[config.mk]
export PLATFORM = sky130hd
export DESIGN_NAME = relay_stop_ctrl
export DESIGN_NICKNAME = d
export VERILOG_FILES = /design/src/rtl/relay_pkg.sv /design/src/rtl/rly_popcount.sv /design/src/rtl/rly_strength_table.sv /design/src/rtl/rly_bias_unit.sv /design/src/rtl/relay_stop_ctrl.sv
export SDC_FILE = /design/constraint.sdc
export NUM_CORES = 1
export LEC_CHECK = 0
export ABC_AREA = 1
export CORE_ASPECT_RATIO = 1.5
export CORE_UTILIZATION = 34
export DETAILED_ROUTE_END_ITERATION = 16
export GPL_TIMING_DRIVEN = 0
export PLACE_DENSITY = 0.49
export SLEW_MARGIN = 20
export SYNTH_ARGS = -nofsm -noshare
export SYNTH_HDL_FRONTEND = slang
export SYNTH_SLANG_ARGS = --single-unit
[constraint.sdc]
create_clock -name clk -period 23.1 [get_ports clk]
set_clock_uncertainty 0.2 [all_clocks]
set_input_delay 5.775 -clock clk [delete_from_list [all_inputs] [get_ports clk]]
set_output_delay 5.775 -clock clk [all_outputs]
set_load 0.05 [all_outputs]
[src/rtl/relay_pkg.sv]
package relay_pkg;

    typedef enum logic [1:0] {
        ST_IDLE   = 2'd0,
        ST_LAUNCH = 2'd1,
        ST_RUN    = 2'd2,
        ST_FINISH = 2'd3
    } relay_state_e;

endpackage

[src/rtl/rly_popcount.sv]
module rly_popcount #(
    parameter  int W  = 6,
    localparam int CW = $clog2(W + 1)
) (
    input  logic [W-1:0]  vec,
    output logic [CW-1:0] cnt
);

    always_comb begin
        cnt = '0;
        for (int i = 0; i < W; i++) begin
            cnt = cnt + CW'(vec[i]);
        end
    end

endmodule

[src/rtl/rly_strength_table.sv]
module rly_strength_table #(
    parameter  int N_LEGS  = 4,
    parameter  int N_NODES = 4,
    parameter  int STR_W   = 6,
    localparam int LEG_W   = $clog2(N_LEGS),
    localparam int NODE_W  = $clog2(N_NODES)
) (
    input  logic                     clk,
    input  logic                     rst_n,
    input  logic                     we,
    input  logic [LEG_W-1:0]         wr_leg,
    input  logic [NODE_W-1:0]        wr_node,
    input  logic [STR_W-1:0]         wr_data,
    input  logic [LEG_W-1:0]         rd_leg,
    output logic [N_NODES*STR_W-1:0] rd_row
);

    logic [STR_W-1:0] mem [N_LEGS][N_NODES];

    always_ff @(posedge clk or negedge rst_n) begin
        if (!rst_n) begin
            for (int l = 0; l < N_LEGS; l++) begin
                for (int n = 0; n < N_NODES; n++) begin
                    mem[l][n] <= '0;
                end
            end
        end else if (we) begin
            mem[wr_leg][wr_node] <= wr_data;
        end
    end

    always_comb begin
        for (int n = 0; n < N_NODES; n++) begin
            rd_row[n*STR_W +: STR_W] = mem[rd_leg][n];
        end
    end

endmodule

[src/rtl/rly_bias_unit.sv]
module rly_bias_unit #(
    parameter int LLR_W = 8,
    parameter int STR_W = 6,
    parameter int SHIFT = 3
) (
    input  logic [LLR_W-1:0] prior,
    input  logic [LLR_W-1:0] belief,
    input  logic [STR_W-1:0] strength,
    input  logic             pinned,
    output logic [LLR_W-1:0] bias
);

    localparam int DW = LLR_W + 1;
    localparam int PW = DW + STR_W;
    localparam int SW = PW + 1;

    localparam logic signed [SW-1:0] MAXV = {{(SW-LLR_W+1){1'b0}}, {(LLR_W-1){1'b1}}};
    localparam logic signed [SW-1:0] MINV = {{(SW-LLR_W+1){1'b1}}, {(LLR_W-1){1'b0}}};

    logic signed [DW-1:0] diff;
    logic signed [PW-1:0] diff_x;
    logic signed [PW-1:0] str_x;
    logic signed [PW-1:0] prod;
    logic signed [PW-1:0] scaled;
    logic signed [SW-1:0] sum;

    always_comb begin
        diff   = $signed({belief[LLR_W-1], belief}) - $signed({prior[LLR_W-1], prior});
        diff_x = $signed({{(PW-DW){diff[DW-1]}}, diff});
        str_x  = $signed({{(PW-STR_W){strength[STR_W-1]}}, strength});
        prod   = diff_x * str_x;
        scaled = prod >>> SHIFT;
        sum    = $signed({scaled[PW-1], scaled}) +
                 $signed({{(SW-LLR_W){prior[LLR_W-1]}}, prior});
        if (pinned) begin
            bias = prior;
        end else if (sum > MAXV) begin
            bias = MAXV[LLR_W-1:0];
        end else if (sum < MINV) begin
            bias = MINV[LLR_W-1:0];
        end else begin
            bias = sum[LLR_W-1:0];
        end
    end

endmodule

[src/rtl/relay_stop_ctrl.sv]
module relay_stop_ctrl
    import relay_pkg::*;
#(
    parameter  int N_NODES     = 4,
    parameter  int N_CHECKS    = 6,
    parameter  int LLR_W       = 8,
    parameter  int STR_W       = 6,
    parameter  int SHIFT       = 3,
    parameter  int N_LEGS      = 4,
    parameter  int MAX_ITER    = 8,
    parameter  int PATIENCE    = 3,
    parameter  int SOLS_NEEDED = 2,
    localparam int LEG_W       = $clog2(N_LEGS),
    localparam int NODE_W      = $clog2(N_NODES)
) (
    input  logic                     clk,
    input  logic                     rst_n,
    input  logic                     start_i,
    input  logic [N_NODES*LLR_W-1:0] prior_i,
    input  logic [N_NODES-1:0]       pin_i,
    input  logic                     tbl_we_i,
    input  logic [LEG_W-1:0]         tbl_leg_i,
    input  logic [NODE_W-1:0]        tbl_node_i,
    input  logic [STR_W-1:0]         tbl_data_i,
    input  logic                     iter_valid_i,
    input  logic [N_CHECKS-1:0]      syndrome_i,
    input  logic [N_NODES-1:0]       hard_i,
    input  logic [N_NODES*LLR_W-1:0] belief_i,
    output logic                     leg_start_o,
    output logic [LEG_W-1:0]         leg_o,
    output logic [N_NODES*LLR_W-1:0] bias_o,
    output logic                     done_o,
    output logic                     found_o,
    output logic [N_NODES-1:0]       best_o
);

    localparam int CW    = $clog2(N_CHECKS + 1);
    localparam int HW    = $clog2(N_NODES + 1);
    localparam int IT_W  = $clog2(MAX_ITER + 1);
    localparam int ST_W  = $clog2(PATIENCE + 1);
    localparam int SOL_W = $clog2(SOLS_NEEDED + 1);

    relay_state_e state_q, state_d;

    logic [LEG_W-1:0]         leg_q;
    logic [IT_W-1:0]          iter_q;
    logic [ST_W-1:0]          stall_q;
    logic [CW-1:0]            legbest_q;
    logic                     leg_first_q;
    logic [SOL_W-1:0]         sols_q;
    logic                     found_q;
    logic [N_NODES-1:0]       best_q;
    logic [HW-1:0]            best_w_q;
    logic [N_NODES*LLR_W-1:0] prior_q;
    logic [N_NODES*LLR_W-1:0] belief_q;
    logic [N_NODES-1:0]       pin_q;

    logic [N_NODES*STR_W-1:0] str_row;
    logic [CW-1:0]            fail_cnt;
    logic [HW-1:0]            hard_w;

    logic             it_fire;
    logic             conv;
    logic             improve;
    logic [ST_W-1:0]  stall_nx;
    logic             hit_stall;
    logic             hit_cap;
    logic [SOL_W-1:0] sols_nx;
    logic             enough;
    logic             last_leg;
    logic             leg_end;
    logic             finish;
    logic             take;

    // ---------------- sub-blocks ----------------
    rly_strength_table #(
        .N_LEGS (N_LEGS),
        .N_NODES(N_NODES),
        .STR_W  (STR_W)
    ) u_table (
        .clk    (clk),
        .rst_n  (rst_n),
        .we     (tbl_we_i),
        .wr_leg (tbl_leg_i),
        .wr_node(tbl_node_i),
        .wr_data(tbl_data_i),
        .rd_leg (leg_q),
        .rd_row (str_row)
    );

    rly_popcount #(.W(N_CHECKS)) u_fail_pop (
        .vec(syndrome_i),
        .cnt(fail_cnt)
    );

    rly_popcount #(.W(N_NODES)) u_hard_pop (
        .vec(hard_i),
        .cnt(hard_w)
    );

    for (genvar g = 0; g < N_NODES; g++) begin : g_node
        rly_bias_unit #(
            .LLR_W(LLR_W),
            .STR_W(STR_W),
            .SHIFT(SHIFT)
        ) u_bias (
            .prior   (prior_q[g*LLR_W +: LLR_W]),
            .belief  (belief_q[g*LLR_W +: LLR_W]),
            .strength(str_row[g*STR_W +: STR_W]),
            .pinned  (pin_q[g]),
            .bias    (bias_o[g*LLR_W +: LLR_W])
        );

        // a pinned node sees its captured prior on the bias bus
        p_pinned_passthrough_r3: assert property (@(posedge clk) disable iff (!rst_n)
            (state_q != ST_IDLE && pin_q[g]) |->
                (bias_o[g*LLR_W +: LLR_W] == prior_q[g*LLR_W +: LLR_W]));
    end

    // ---------------- per-iteration decisions ----------------
    always_comb begin
        it_fire   = (state_q == ST_RUN) && iter_valid_i;
        conv      = (fail_cnt == '0);
        improve   = leg_first_q || (fail_cnt < legbest_q);
        stall_nx  = improve ? '0 : (stall_q + ST_W'(1));
        hit_stall = (stall_nx == ST_W'(PATIENCE));
        hit_cap   = (iter_q == IT_W'(MAX_ITER - 1));
        sols_nx   = sols_q + SOL_W'(conv);
        enough    = conv && (sols_nx == SOL_W'(SOLS_NEEDED));
        last_leg  = (leg_q == LEG_W'(N_LEGS - 1));
        leg_end   = conv || hit_stall || hit_cap;
        finish    = enough || (leg_end && last_leg);
        take      = conv && (!found_q || (hard_w < best_w_q));
    end

    // ---------------- state register ----------------
    always_ff @(posedge clk or negedge rst_n) begin
        if (!rst_n) begin
            state_q <= ST_IDLE;
        end else begin
            state_q <= state_d;
        end
    end

    // ---------------- next state ----------------
    always_comb begin
        state_d = state_q;
        unique case (state_q)
            ST_IDLE:   if (start_i) state_d = ST_LAUNCH;
            ST_LAUNCH: state_d = ST_RUN;
            ST_RUN: begin
                if (it_fire && finish) begin
                    state_d = ST_FINISH;
                end else if (it_fire && leg_end) begin
                    state_d = ST_LAUNCH;
                end
            end
            ST_FINISH: state_d = ST_IDLE;
        endcase
    end

    // ---------------- outputs ----------------
    always_comb begin
        leg_start_o = (state_q == ST_LAUNCH);
        done_o      = (state_q == ST_FINISH);
        leg_o       = leg_q;
        found_o     = found_q;
        best_o      = best_q;
    end

    // ---------------- datapath registers ----------------
    always_ff @(posedge clk or negedge rst_n) begin
        if (!rst_n) begin
            leg_q       <= '0;
            iter_q      <= '0;
            stall_q     <= '0;
            legbest_q   <= '0;
            leg_first_q <= 1'b1;
            sols_q      <= '0;
            found_q     <= 1'b0;
            best_q      <= '0;
            best_w_q    <= '0;
            prior_q     <= '0;
            belief_q    <= '0;
            pin_q       <= '0;
        end else if (state_q == ST_IDLE && start_i) begin
            leg_q       <= '0;
            iter_q      <= '0;
            stall_q     <= '0;
            legbest_q   <= '0;
            leg_first_q <= 1'b1;
            sols_q      <= '0;
            found_q     <= 1'b0;
            best_q      <= '0;
            best_w_q    <= '0;
            prior_q     <= prior_i;
            belief_q    <= prior_i;
            pin_q       <= pin_i;
        end else if (it_fire) begin
            belief_q <= belief_i;
            sols_q   <= sols_nx;
            if (take) begin
                found_q  <= 1'b1;
                best_q   <= hard_i;
                best_w_q <= hard_w;
            end
            if (improve) begin
                legbest_q <= fail_cnt;
            end
            if (leg_end) begin
                iter_q      <= '0;
                stall_q     <= '0;
                leg_first_q <= 1'b1;
                if (!finish) begin
                    leg_q <= leg_q + LEG_W'(1);
                end
            end else begin
                iter_q      <= iter_q + IT_W'(1);
                stall_q     <= stall_nx;
                leg_first_q <= 1'b0;
            end
        end
    end

    // ---------------- assertions ----------------
    // the leg-start strobe lasts one cycle
    p_launch_pulse_r1: assert property (@(posedge clk) disable iff (!rst_n)
        leg_start_o |=> !leg_start_o);

    // the done strobe lasts one cycle and is followed by idle
    p_done_pulse_r8: assert property (@(posedge clk) disable iff (!rst_n)
        done_o |=> (!done_o && !leg_start_o));

    // the stall counter never reaches the patience window while running
    p_stall_window_r6: assert property (@(posedge clk) disable iff (!rst_n)
        (state_q == ST_RUN) |-> (stall_q < ST_W'(PATIENCE)));

    // the per-leg iteration counter stays below the cap
    p_iter_cap_r7: assert property (@(posedge clk) disable iff (!rst_n)
        (state_q != ST_IDLE) |-> (iter_q < IT_W'(MAX_ITER)));

    // once a solution is kept its weight never grows within a decode
    p_best_monotone_r9: assert property (@(posedge clk) disable iff (!rst_n)
        (found_q && state_q != ST_IDLE) |=> (found_q && best_w_q <= $past(best_w_q)));

    // a strobe outside RUN leaves the beliefs untouched
    p_idle_strobe_r11: assert property (@(posedge clk) disable iff (!rst_n)
        (state_q == ST_LAUNCH && iter_valid_i) |=> $stable(belief_q));

endmodule

=== After elaboration in Yosys (flattened, before gate mapping) ===
Cells that the tools add are included.

* Bits in registers: 188
* Latch bits: 0
* RAM bits: 0
* Memory bits (read-only): 0
* Memories kept: 0

* Add/subtract/negate cells: 20
* $mul: 4
* Div/mod/pow operators: 0
* Magnitude comparators: 15
* Equal/unequal tests: 10
* Shift-type cells: 0
* Muxes and demuxes: 54
* Bitwise gates (word level): 3
* Reductions and logical operators: 25

{| class="wikitable"
|+ Operator list
! kind !! number
|-
| bitwise mux 96 bit || 1
|-
| 2-to-1 mux 8 bit || 12
|-
| 2-to-1 mux 24 bit || 3
|-
| greater-than comparator 16 x 8 -> 1 bit, second input constant || 4
|-
| less-than comparator 16 x 8 -> 1 bit, second input constant || 4
|-
| 2-to-1 mux 32 bit || 2
|-
| multiplier 9 x 6 -> 15 bit || 4
|-
| adder 12 x 8 -> 13 bit || 4
|-
| binary-select mux 24 bit (select 2 bit) || 1
|-
| demux 24 bit (select 2 bit) || 1
|-
| subtractor 8 x 8 -> 9 bit || 4
|-
| 2-to-1 mux 2 bit || 13
|-
| 2-to-1 mux 4 bit || 6
|-
| adder 3 x 1 -> 3 bit || 6
|-
| 2-to-1 mux 3 bit || 6
|-
| demux 6 bit (select 2 bit) || 1
|-
| == test 2 bit, second input constant || 5
|-
| greater-or-equal comparator 3 bit, second input constant || 3
|-
| logical AND 1 bit || 9
|-
| NOT 2 -> 3 bit || 3
|-
| one-hot mux 2 bit (4 select lines) || 1
|-
| nonzero test 2 bit || 4
|-
| less-than comparator 3 x 1 -> 1 bit, second input constant || 2
|-
| less-than comparator 3 bit || 2
|-
| other kinds (17) || 30
|}

=== Logic depth before layout (Yosys ltp) ===
Gate-level depths: netlist (run 1).

* Word-level depth: 17
* Gate-level depth with buffers: 40
* Mapped depth without buffers: 40

=== Hierarchy ===
From an unflattened synthesis (run 1), not the netlist that was laid out.

* Cell total of the unflattened synthesis: 2,865
* Area, all modules: 20,951.3 um^2

{| class="wikitable"
|+ By module, submodules not included
! module !! times used !! cells an instance !! area each (um^2) !! sequential area each (um^2)
|-
| rly_strength_table || 1 || 641 || 4,774.6 || 2,402.3
|-
| relay_stop_ctrl || 1 || 437 || 3,895.0 || 2,303.5
|-
| rly_bias_unit at g_node[1].u_bias || 1 || 446 || 3,071.7 || 0.0
|-
| rly_bias_unit at g_node[3].u_bias || 1 || 446 || 3,061.7 || 0.0
|-
| rly_bias_unit at g_node[2].u_bias || 1 || 446 || 3,014.1 || 0.0
|-
| rly_bias_unit at g_node[0].u_bias || 1 || 437 || 2,997.9 || 0.0
|-
| rly_popcount at u_fail_pop || 1 || 9 || 91.3 || 0.0
|-
| rly_popcount at u_hard_pop || 1 || 3 || 45.0 || 0.0
|}

=== Worst setup path after synthesis (run 1) ===
No wires, ideal clock.

* Path kind: register to output
* From: register belief_q[0]
* To: output port bias_o[7]
* Arrival time: 6.974 ns
* Required time: 17.125 ns
* Slack: 10.151 ns
* Cell stages (with the launch flop): 33
* Path buffers: 0
* Cell sequence: dfrtp_1 > inv_1 > ha_1 > inv_1 > fa_1 > nand3_1 > nand2_1 > a21oi_1 > o21bai_1 > nand2_1 > a31oi_1 > nor2_1 > inv_1 > fa_1 > inv_1 > fa_1 > inv_1 > fa_1 > inv_1 > ha_1 > ha_1 > inv_1 > nor3_1 > nand3_1 > o2111ai_1 > xor2_1 > ha_1 > inv_1 > nor3_1 > nand2_2 > nand3_4 > xor2_4 > o21ai_0

* Word-level cells in the longest chain between the ends: 7

{| class="wikitable"
|+ Ends and longest elaborated chain
! what !! line !! source
|-
| from (decl) || relay_stop_ctrl.sv:55 || <nowiki>logic [N_NODES*LLR_W-1:0] belief_q;</nowiki>
|-
| from (signal assigned) || relay_stop_ctrl.sv:197 || <nowiki>belief_q <= prior_i;</nowiki>
|-
| from (signal assigned) || relay_stop_ctrl.sv:200 || <nowiki>belief_q <= belief_i;</nowiki>
|-
| subtractor 8 x 8 -> 9 bit * || rly_bias_unit.sv:28 || <nowiki>diff = $signed({belief[LLR_W-1], belief}) - $signed({prior[LLR_W-1], prior});</nowiki>
|-
| multiplier 9 x 6 -> 15 bit * || rly_bias_unit.sv:31 || <nowiki>prod = diff_x * str_x;</nowiki>
|-
| adder 12 x 8 -> 13 bit * || rly_bias_unit.sv:33 || <nowiki>sum = $signed({scaled[PW-1], scaled}) +</nowiki>
|-
| less-than comparator 16 x 8 -> 1 bit || rly_bias_unit.sv:39 || <nowiki>end else if (sum < MINV) begin</nowiki>
|-
| 2-to-1 mux 8 bit || rly_bias_unit.sv:39 ||
|-
| 2-to-1 mux 8 bit * || rly_bias_unit.sv:37 || <nowiki>end else if (sum > MAXV) begin</nowiki>
|-
| 2-to-1 mux 8 bit * || rly_bias_unit.sv:35 || <nowiki>if (pinned) begin</nowiki>
|-
| to (decl) || relay_stop_ctrl.sv:31 || <nowiki>output logic [N_NODES*LLR_W-1:0] bias_o,</nowiki>
|}

Mark *: on every way between the ends. The rest lies on a longest branch, timed or not.

=== Worst setup path in the final report (run 1) ===
* From: register leg_q[0] (netlist: leg_o[0])
* To: output port bias_o[28]

* Word-level cells in the longest chain between the ends: 10

{| class="wikitable"
|+ Ends and longest elaborated chain
! what !! line !! source
|-
| from (decl) || relay_stop_ctrl.sv:45 || <nowiki>logic [LEG_W-1:0] leg_q;</nowiki>
|-
| from (signal assigned) || relay_stop_ctrl.sv:215 || <nowiki>leg_q <= leg_q + LEG_W'(1);</nowiki>
|-
| NOT 2 -> 3 bit (implied by the code) * || rly_strength_table.sv:34 || <nowiki>rd_row[n*STR_W +: STR_W] = mem[rd_leg][n];</nowiki>
|-
| binary-select mux 24 bit (select 2 bit) * || rly_strength_table.sv:34 ||
|-
| 2-to-1 mux 24 bit * (2 in a row) || - ||
|-
| multiplier 9 x 6 -> 15 bit * || rly_bias_unit.sv:31 ||
|-
| adder 12 x 8 -> 13 bit * || rly_bias_unit.sv:33 ||
|-
| less-than comparator 16 x 8 -> 1 bit || rly_bias_unit.sv:39 ||
|-
| 2-to-1 mux 8 bit || rly_bias_unit.sv:39 ||
|-
| 2-to-1 mux 8 bit * || rly_bias_unit.sv:37 ||
|-
| 2-to-1 mux 8 bit * || rly_bias_unit.sv:35 ||
|}

Mark *: on every way between the ends. The rest lies on a longest branch, timed or not. The select of a mux whose other input is x is not followed.

==> run metrics, run 1 <==
Final Max Slew Viols=0; hold path startpoint=leg_first_q$_DFFE_PN1P_; die area=60,900 um2; vias per cell=4.92; Num CTS Buffers=17; max-cap violations=0; core box area=59,100 um2; post-synthesis mux area share=0; final hold vios=0; Post-Synthesis Cells=2,699; crit share post-route=0.639; Ys Warns=0; design area=between 20,000 and 25,000 um2; most frequent cell on the critical path=nand2_1; TritonCTS clock tree=built; reg2reg path depth=6; Avg Cell Area, Syn=about 7.5 um2; postcts setup bufs=0; Yosys reg bits=188; RSZ-0062 raised after global routing=false; vias in the first global route=18,900; clock root buffer=clkbuf_16; post-cts resize count=0; Reg area=4710 um2; Worst Path Required=17.12 ns; CTS HTree Levels=4; port bufs=133; via count=17,900; Tot GR Track Use=0.203; Hold Crit Class=flop to flop; Post-synth EDFFs=0; I/O pin cnt=134; clock tree buffer depth=2; final-stage net count=approximately 3,300; Peak Freq=67.8 MHz; Register-to-Register Setup Slack=20.32 ns; layout cell share with drive strength beyond 1=0.0516; largest family of logic cells by synthesized area=adder cells; min cycle time layout=14.75 ns; hold path depth=2; Post-DP Area=22,700 um2; Clock transition at path regs=0.07 ns; Hold Buf Count CTS=0; critical path endpoint category=output pin; initial antenna violation count=3; register area share after synthesis=0.231; DIE HEIGHT=slightly above 300 um; Routed WL per cell=16.4 um; ys flop type=dfrtp_1; Post-synth ARST share=1.00; Std-Cell Rows=109; Setup crit start=leg_o[0]$_DFFE_PN0P_; final wirelength=59,800 um; Final ANT Viol Nets=0; reg2reg start=state_q[0]$_DFFE_PN0P_; GPL Wtd Cong=0.847; setup_tns=0 ns; crit path launch type=flop; R2R Path End=belief_q[16]$_DFFE_PN0P_; Synth Area in XOR/XNOR=0.0475; # fillers=6,127; Slew HR=0.257; net count after synthesis=3,146; DRC viols=0; Mapped Area=20,400 um2; status=complete, no violations; Adder-Cell Fraction of Synth Area=0.278; Detailed Routing Iterations Pass 1=7; Post-Synth Simple-Gate Area=0.248; gr ovfl total=0; Clock Sinks=between 150 and 200; Worst-Skew Late Latency=0.46 ns; CP Max Fanout=10; HPWL after DPL=49,000 um; initial DRC count=around 1,000; chip width=202 um; Area Overhead vs Synth=14.8%; largest net degree at the start of global routing=94; crit path DAT=8.78 ns; WS Path Type=flop to output pin; Hold Path Sink=leg_first_q$_DFFE_PN1P_; first-pass GRT wire length=98,000 um; worst-margin pin slew=between 1 and 1.5 ns; Final Setup Violations=0; compound-gate portion of the synthesized area=0.108; Starting Density=0.345; synth unique cells=45; slowest cell on the critical path=clkdlybuf4s50_1; area taken by multi-input logic gates=13,900 um2; CP max stage delay=approximately 0.82 ns
worst max-delay path by stage:
stage,slack [ns],end
CTS,8.27,bias_o[28]
detailed placement,8.82,bias_o[28]
global placement,7.78,pin_q[1]$_DFFE_PN0P_
global route,7.77,bias_o[28]
finish,8.35,bias_o[28]
floorplan,10.15,bias_o[7]
metrics by stage:
| stage | instances | hold slack, ns | worst slack (ns) | utilization |
|---|---|---|---|---|
| 3_5_place_dp | 3611 | 0.266 | 8.82 | 0.385 |
| 2_1_floorplan | 2699 | 0.241 | 10.15 | - |
| 5_1_grt | 3643 | 0.293 | 7.77 | 0.396 |
| 4_1_cts | 3643 | 0.279 | 8.27 | 0.396 |
| 6_report | 3644 | 0.277 | 8.35 | 0.396 |
| 3_3_place_gp | 3609 | 0.262 | 7.78 | 0.384 |
cell usage in the layout, fill, tap and decap left out, drive strengths merged, types with 2 or more instances in the layout:
master,count
or2,15
o22ai,13
o21bai,9
clkdlybuf4s50,132
inv,420
xnor2,37
nand3b,4
buf,15
nor3,30
and2,4
nand4,17
nor2,293
nand2,678
bufinv,4
xor2,67
o211ai,2
o21ai,168
nand3,153
fa,164
a211oi,2
a22oi,4
a31oi,26
clkbuf,65
a21oi,139
o2111ai,7
ha,190
dfrtp,187
a32oi,4
o221ai,6
clkinv,6
synthesized netlist by cell type, drive strengths merged (2+ instances only):
| cell type | instances | area, um2 |
|---|---|---|
| a21oi | 139 | 831 |
| dfrtp | 187 | 4680 |
| nor3 | 30 | 150 |
| a32oi | 4 | 35.0 |
| nand4 | 17 | 106 |
| nand2 | 678 | 2670 |
| a22oi | 4 | 30.0 |
| o211ai | 2 | 15.0 |
| xnor2 | 37 | 324 |
| nand3 | 153 | 846 |
| o21ai | 168 | 841 |
| nor2 | 293 | 1110 |
| o22ai | 13 | 81.3 |
| or2 | 15 | 93.8 |
| clkbuf | 44 | 165 |
| buf | 12 | 51.3 |
| ha | 190 | 2380 |
| nand3b | 4 | 30.0 |
| inv | 417 | 1570 |
| o21bai | 9 | 67.6 |
| xor2 | 67 | 643 |
| fa | 164 | 3280 |
| and2 | 4 | 25.0 |
| a31oi | 26 | 163 |
| a211oi | 2 | 15.0 |
| o221ai | 6 | 52.6 |
| clkinv | 2 | 7.51 |
| o2111ai | 7 | 61.3 |
state kept, by name, summed over array words and instances, names as in the netlist:
register and cells:
belief_q 32, iter_q 4, sols_q 2, best_w_q 3
prior_q 32, found_o 1, leg_first_q 1, best_o 4
u_table.mem 96, legbest_q 3, state_q 2, pin_q 4
stall_q 2, leg_o 2
layout make-up:
type,count,share of cell area
Buffer,56,0.00931
Clock buffer,21,0.0201
Inverter,419,0.0672
Multi-Input combinational cell,2036,0.593
Tap cell,777,0.0416
Antenna cell,1,0.000107
Timing Repair Buffer,135,0.0595
Clock inverter,11,0.00770
Sequential cell,188,0.201
worst max-delay path, delay by kind of cell (launching register included):
kind	cells	cell delay, ns
adder cells (fa/ha/maj)	6	2.72
buffers and inverters	7	2.30
AND/OR/NAND/NOR	15	1.94
AO/OA/AOI/OAI	4	0.71
flip-flops	1	0.46
XOR/XNOR	1	0.17
cells by family after synthesis:
logic type | Yosys count
adders and majority gates | 354
AOI/OAI and AO/OA | 382
and+or+nand+nor | 1196
xor gates and xnor gates | 104
buffers and inverters | 475
DFF | 188
metal layers:
metal  routed length [um]  GRT usage  vias up
met4                 1160     0.0565        0
met5                    0          0        -
li1                     -          -     8885
met2                31800      0.388      376
met1                24800      0.239     8616
met3                 2040     0.0209       55
Power of run 1 is not shown: default switching activity piles up to over one toggle a cycle in this logic, so the estimate is an artifact.
==> inputs of run 2 (changes only) <==
PLACE_DENSITY = 0.51   (was 0.49)
clock period = 13.3 ns   (was 23.1 ns; I/O delays follow)
==> run 2 against run 1 <==
Wire length down 1.0%; non-clock buffer count up 1; cell count unchanged; utilization about the same; critical path depth up 1; first-iteration DRC count down 11%; register-to-register slack worse by 9.7 ns; via count down 0.45%; critical endpoint is now bias_o[29]; highest routed layer is now met5.
==> run metrics, run 2 (synthesis gave the netlist of run 1 again) <==
status=complete, no violations; critical path endpoint category=output pin; reg2reg start=state_q[0]$_DFFE_PN0P_; GPL Wtd Cong=0.892 (+5.4%); final hold vios=0 (unchanged); Buf+Inv Stages, Crit Path=8 (+1); Final ANT Viol Nets=0 (unchanged); Final Setup Violations=0 (unchanged); most common cell after layout, fill and taps aside=nand2_1; chip width=202 um (unchanged); HPWL after DPL=48,600 um (-0.81%); Ant. Diodes=0 (-1); Register-to-Register Setup Slack=10.62 ns (-9.70 ns); Hold Path Sink=stall_q[1]$_DFFE_PN0P_; reg2reg path depth=5 (-1); max-cap violations=0 (unchanged); # fillers=6,217 (+1.5%); Area Overhead vs Synth=14.7%; via count=17,900 (-0.45%); Post-DP Area=22,700 um2 (about the same); CP max stage delay=0.83 ns (about the same); clock tree buffer depth=2 (unchanged); postcts setup bufs=0 (unchanged); crit share post-route=0.931; most frequent cell on the critical path=nand2_1; DRC viols=0 (unchanged); Largest regs=u_table.mem (96), belief_q (32), prior_q (32); largest net degree at the start of global routing=97 (+3.2%); Detailed Routing Iterations Pass 1=5 (-2); Hold Crit Class=flop to flop; worst-margin pin slew=0.948 ns (-0.166 ns); most frequent cells in the layout=638 x nand2_1, 412 x inv_1, 288 x nor2_1; Routed WL per cell=16.2 um (-1.0%); Hold Buf Count CTS=0 (unchanged); DIE HEIGHT=302 um (unchanged); vias in the first global route=18,700 (-0.83%); Std-Cell Rows=109 (unchanged); R2R Path End=belief_q[18]$_DFFE_PN0P_; Num CTS Buffers=17 (unchanged); CTS HTree Levels=4 (unchanged); post-cts resize count=0 (unchanged); Slew HR=0.368 (+0.111); Starting Density=0.345 (unchanged); final-stage net count=3,301 (+0.030%); port bufs=133 (unchanged); Peak Freq=80.7 MHz; first-pass GRT wire length=96,800 um (-1.2%); die area=60,900 um2 (unchanged); Final Max Slew Viols=0 (unchanged); hold path startpoint=stall_q[1]$_DFFE_PN0P_; CP Max Fanout=10 (unchanged); max reg flops=96 (unchanged); min cycle time layout=12.39 ns; Largest Register=u_table.mem; I/O pin cnt=134 (unchanged); final wirelength=59,200 um (-1.0%); hold path depth=1 (-1); Worst Path Required=9.77 ns (-7.35 ns); WS Path Type=flop to output pin; vias per cell=4.90 (-0.45%); Worst-Skew Late Latency=0.46 ns (about the same); gr ovfl total=0 (unchanged); Tot GR Track Use=0.201 (-0.00241); Clock Sinks=188 (unchanged); setup_tns=0 ns (unchanged); initial antenna violation count=1 (-2); core box area=59,100 um2 (unchanged); critical path's top delay family=adder cells; slowest cell on the critical path=clkdlybuf4s50_1; Clock transition at path regs=0.08 ns (about the same); initial DRC count=892 (-11%); TritonCTS clock tree=built; design area=23,400 um2 (-0.10%); clock root buffer=clkbuf_16; layout cell share with drive strength beyond 1=0.0516 (about the same); crit path launch type=flop; crit path DAT=8.86 ns (+0.08 ns); RSZ-0062 raised after global routing=false
==> run 2: worst max path at each step <==
stage	startpoint	end	slack, ns	depth (start not counted)
global route	leg_o[0]$_DFFE_PN0P_	bias_o[28]	0.21	34
detailed placement	leg_o[0]$_DFFE_PN0P_	bias_o[29]	1.42	34
finish	leg_o[0]$_DFFE_PN0P_	bias_o[29]	0.91	34
floorplan	belief_q[0]$_DFFE_PN0P_	bias_o[7]	2.80	32
CTS	leg_o[0]$_DFFE_PN0P_	bias_o[29]	0.86	34
global placement	rst_n	best_o[2]$_DFFE_PN0P_	0.50	1
==> run 2: cell type report <==
cell class              instances  area (um2)  share of cell area
clock buffers                  19         443              0.0190
well taps                     777         972              0.0416
clock inverters                13         176             0.00755
multi-input cells            2036       13900               0.594
repair buffers                136        1400              0.0600
inverters                     419        1570              0.0673
flip-flops and latches        188        4710               0.201
plain buffers                  56         216             0.00926
==> run 2: stage by stage <==
stage                     setup slack (ns)  hold WS (ns)   util  std cells
after floorplan                       2.80         0.241      -       2699
after global placement               0.501         0.257  0.384       3609
after detailed placement              1.42         0.265  0.385       3612
after CTS                            0.864         0.274  0.396       3644
after global routing                 0.208         0.305  0.396       3644
final                                0.914         0.273  0.396       3644
==> run 2: per-layer routing <==
layer	wire, um	GRT usage
met5	13	0
met2	32200	0.390
met4	1130	0.0557
met3	1710	0.0215
met1	24100	0.229
Power of run 2 is left out for the same reason.
==> inputs of run 3 (changes only) <==
CORE_UTILIZATION = 47   (was 34)
HOLD_SLACK_MARGIN = 0.02   (was default)
PLACE_DENSITY = 0.66   (was 0.51)
==> run 3 against run 2 <==
Maximum frequency rose by 0.65%; sequential cell count unchanged; worst setup slack better by 0.080 ns; cell count down 5.7%; first-iteration DRC count grew 35%; die area fell by 27%; final area is 1.1% lower; non-clock buffer count fell by 1; global-route usage up 7.4 points; hold slack worse by 0.0030 ns; register-to-register slack lost 0.03 ns; sequential share of layout area grew 0.22 points; largest cell class unchanged.
==> run metrics, run 3 (synthesis gave the netlist of run 1 again) <==
Num CTS Buffers=17 (unchanged); GPL Wtd Cong=0.890 (-0.30%); initial DRC count=1,202 (+35%); chip width=172 um (-15%); max reg flops=96 (unchanged); status=complete, no violations; crit share post-route=0.925 (-0.00599); crit path launch type=flop; Final Setup Violations=0 (unchanged); Largest regs=u_table.mem (96), belief_q (32), prior_q (32); Std-Cell Rows=93 (-15%); Starting Density=0.476 (+0.131); Routed WL per cell=16.9 um (+4.0%); HPWL after DPL=47,300 um (-2.5%); Hold Buf Count CTS=0 (unchanged); CP max stage delay=0.86 ns (+0.03 ns); largest net degree at the start of global routing=96 (-1.0%); Largest Register=u_table.mem; vias in the first global route=18,800 (+0.31%); core box area=42,800 um2 (-27%); layout cell share with drive strength beyond 1=0.0516 (about the same); design area=23,100 um2 (-1.1%); via count=18,400 (+2.9%); area taken by multi-input logic gates=13,900 um2 (unchanged); vias per cell=5.35 (+9.1%); Post-DP Area=22,500 um2 (-1.2%); CP Max Fanout=10 (unchanged); # fillers=4,239 (-32%); placed insts=3,404 (-5.8%); Detailed Routing Iterations Pass 1=6 (+1); Layout Cells excl Fill=3,436 (-5.7%); Ant. Diodes=0 (unchanged); Reg area=4710 um2 (unchanged); Final Max Slew Viols=0 (unchanged); final wirelength=58,100 um (-1.9%); most frequent cells in the layout=638 x nand2_1, 412 x inv_1, 288 x nor2_1; clock tree buffer depth=2 (unchanged); DIE HEIGHT=257 um (-15%); most common cell after layout, fill and taps aside=nand2_1; crit path DAT=8.78 ns (-0.08 ns); Tot GR Track Use=0.275 (+0.0744); CTS HTree Levels=4 (unchanged); slowest cell on the critical path=a32oi_1; clock root buffer=clkbuf_16; TritonCTS clock tree=built; RSZ-0062 raised after global routing=false; Slew HR=0.332 (-0.0357); worst-margin pin slew=1.00 ns (+0.0535 ns); Worst-Skew Late Latency=0.46 ns (about the same); Area Overhead vs Synth=13.5%; final hold vios=0 (unchanged); Peak Freq=81.3 MHz (+0.65%); first-pass GRT wire length=94,600 um (-2.2%); WS Path Type=flop to output pin; end-of-flow core utilization=0.540 (+0.144); Clock transition at path regs=0.08 ns (about the same); max-cap violations=0 (unchanged); Clock Sinks=188 (unchanged); post-cts resize count=0 (unchanged); Worst Path Required=9.77 ns (about the same); DRC viols=0 (unchanged); I/O pin cnt=134 (unchanged); die area=44,200 um2 (-27%); min cycle time layout=12.31 ns (-0.0797 ns); critical path endpoint category=output pin; Final ANT Viol Nets=0 (unchanged); postcts setup bufs=0 (unchanged); gr ovfl total=0 (unchanged); port bufs=133 (unchanged); setup_tns=0 ns (unchanged); Hold Crit Class=flop to flop; initial antenna violation count=0 (-1); final-stage net count=3,300 (-0.030%)
==> run 3: cell count changes in the layout (fill, tap and decap cells not counted), sizes merged <==
cell	change
clkinvlp	-3
clkinv	+3
clkbuf	-2
bufinv	-3
buf	-1
inv	+5
==> run 3: layout make-up <==
cell class                 count  area share
timing repair buffer         135      0.0602
sequential                   188       0.204
clock inverter                15     0.00915
tap                          570      0.0309
clock buffer                  17      0.0184
multi-input combinational   2036       0.600
buffer                        56     0.00937
inverter                     419      0.0680
==> run 3: critical path: cells and delay by family (launching register included) <==
kind,cells,cell delay (ns)
compound gates,6,1.75
buf+inv,6,1.91
fa+ha+maj,6,2.45
xor+xnor,1,0.21
simple gates,12,1.51
flops,1,0.49
==> run 3: final timing paths <==
| path | cells after the start | slack, ns | end | startpoint |
|---|---|---|---|---|
| setup / recovery | 31 | 0.99 | bias_o[8] | leg_o[0]$_DFFE_PN0P_ |
| hold / removal | 1 | 0.27 | stall_q[1]$_DFFE_PN0P_ | stall_q[1]$_DFFE_PN0P_ |
| setup reg to reg | 5 | 10.59 | belief_q[12]$_DFFE_PN0P_ | state_q[0]$_DFFE_PN0P_ |
| hold reg to reg | 1 | 0.27 | stall_q[1]$_DFFE_PN0P_ | stall_q[1]$_DFFE_PN0P_ |
| max in group asynchronous | 3 | 9.33 | belief_q[11]$_DFFE_PN0P_ | rst_n |
| min in group asynchronous | 1 | 2.42 | u_table.mem[66]$_DFFE_PN0P_ | rst_n |
==> run 3: metrics by stage <==
step	hold slack, ns	setup slack, ns
floorplan	0.241	2.80
global placement	0.265	0.682
detailed placement	0.266	1.50
CTS	0.274	0.975
global route	0.302	0.585
finish	0.270	0.993
==> run 3: routing by layer <==
| metal | vias up | wire [um] | track usage |
|---|---|---|---|
| met2 | 458 | 29800 | 0.492 |
| met3 | 139 | 1940 | 0.0320 |
| li1 | 8890 | - | - |
| met4 | 0 | 3060 | 0.139 |
| met1 | 8879 | 23300 | 0.320 |
| met5 | - | 0 | 0 |
Power of run 3 is left out for the same reason.
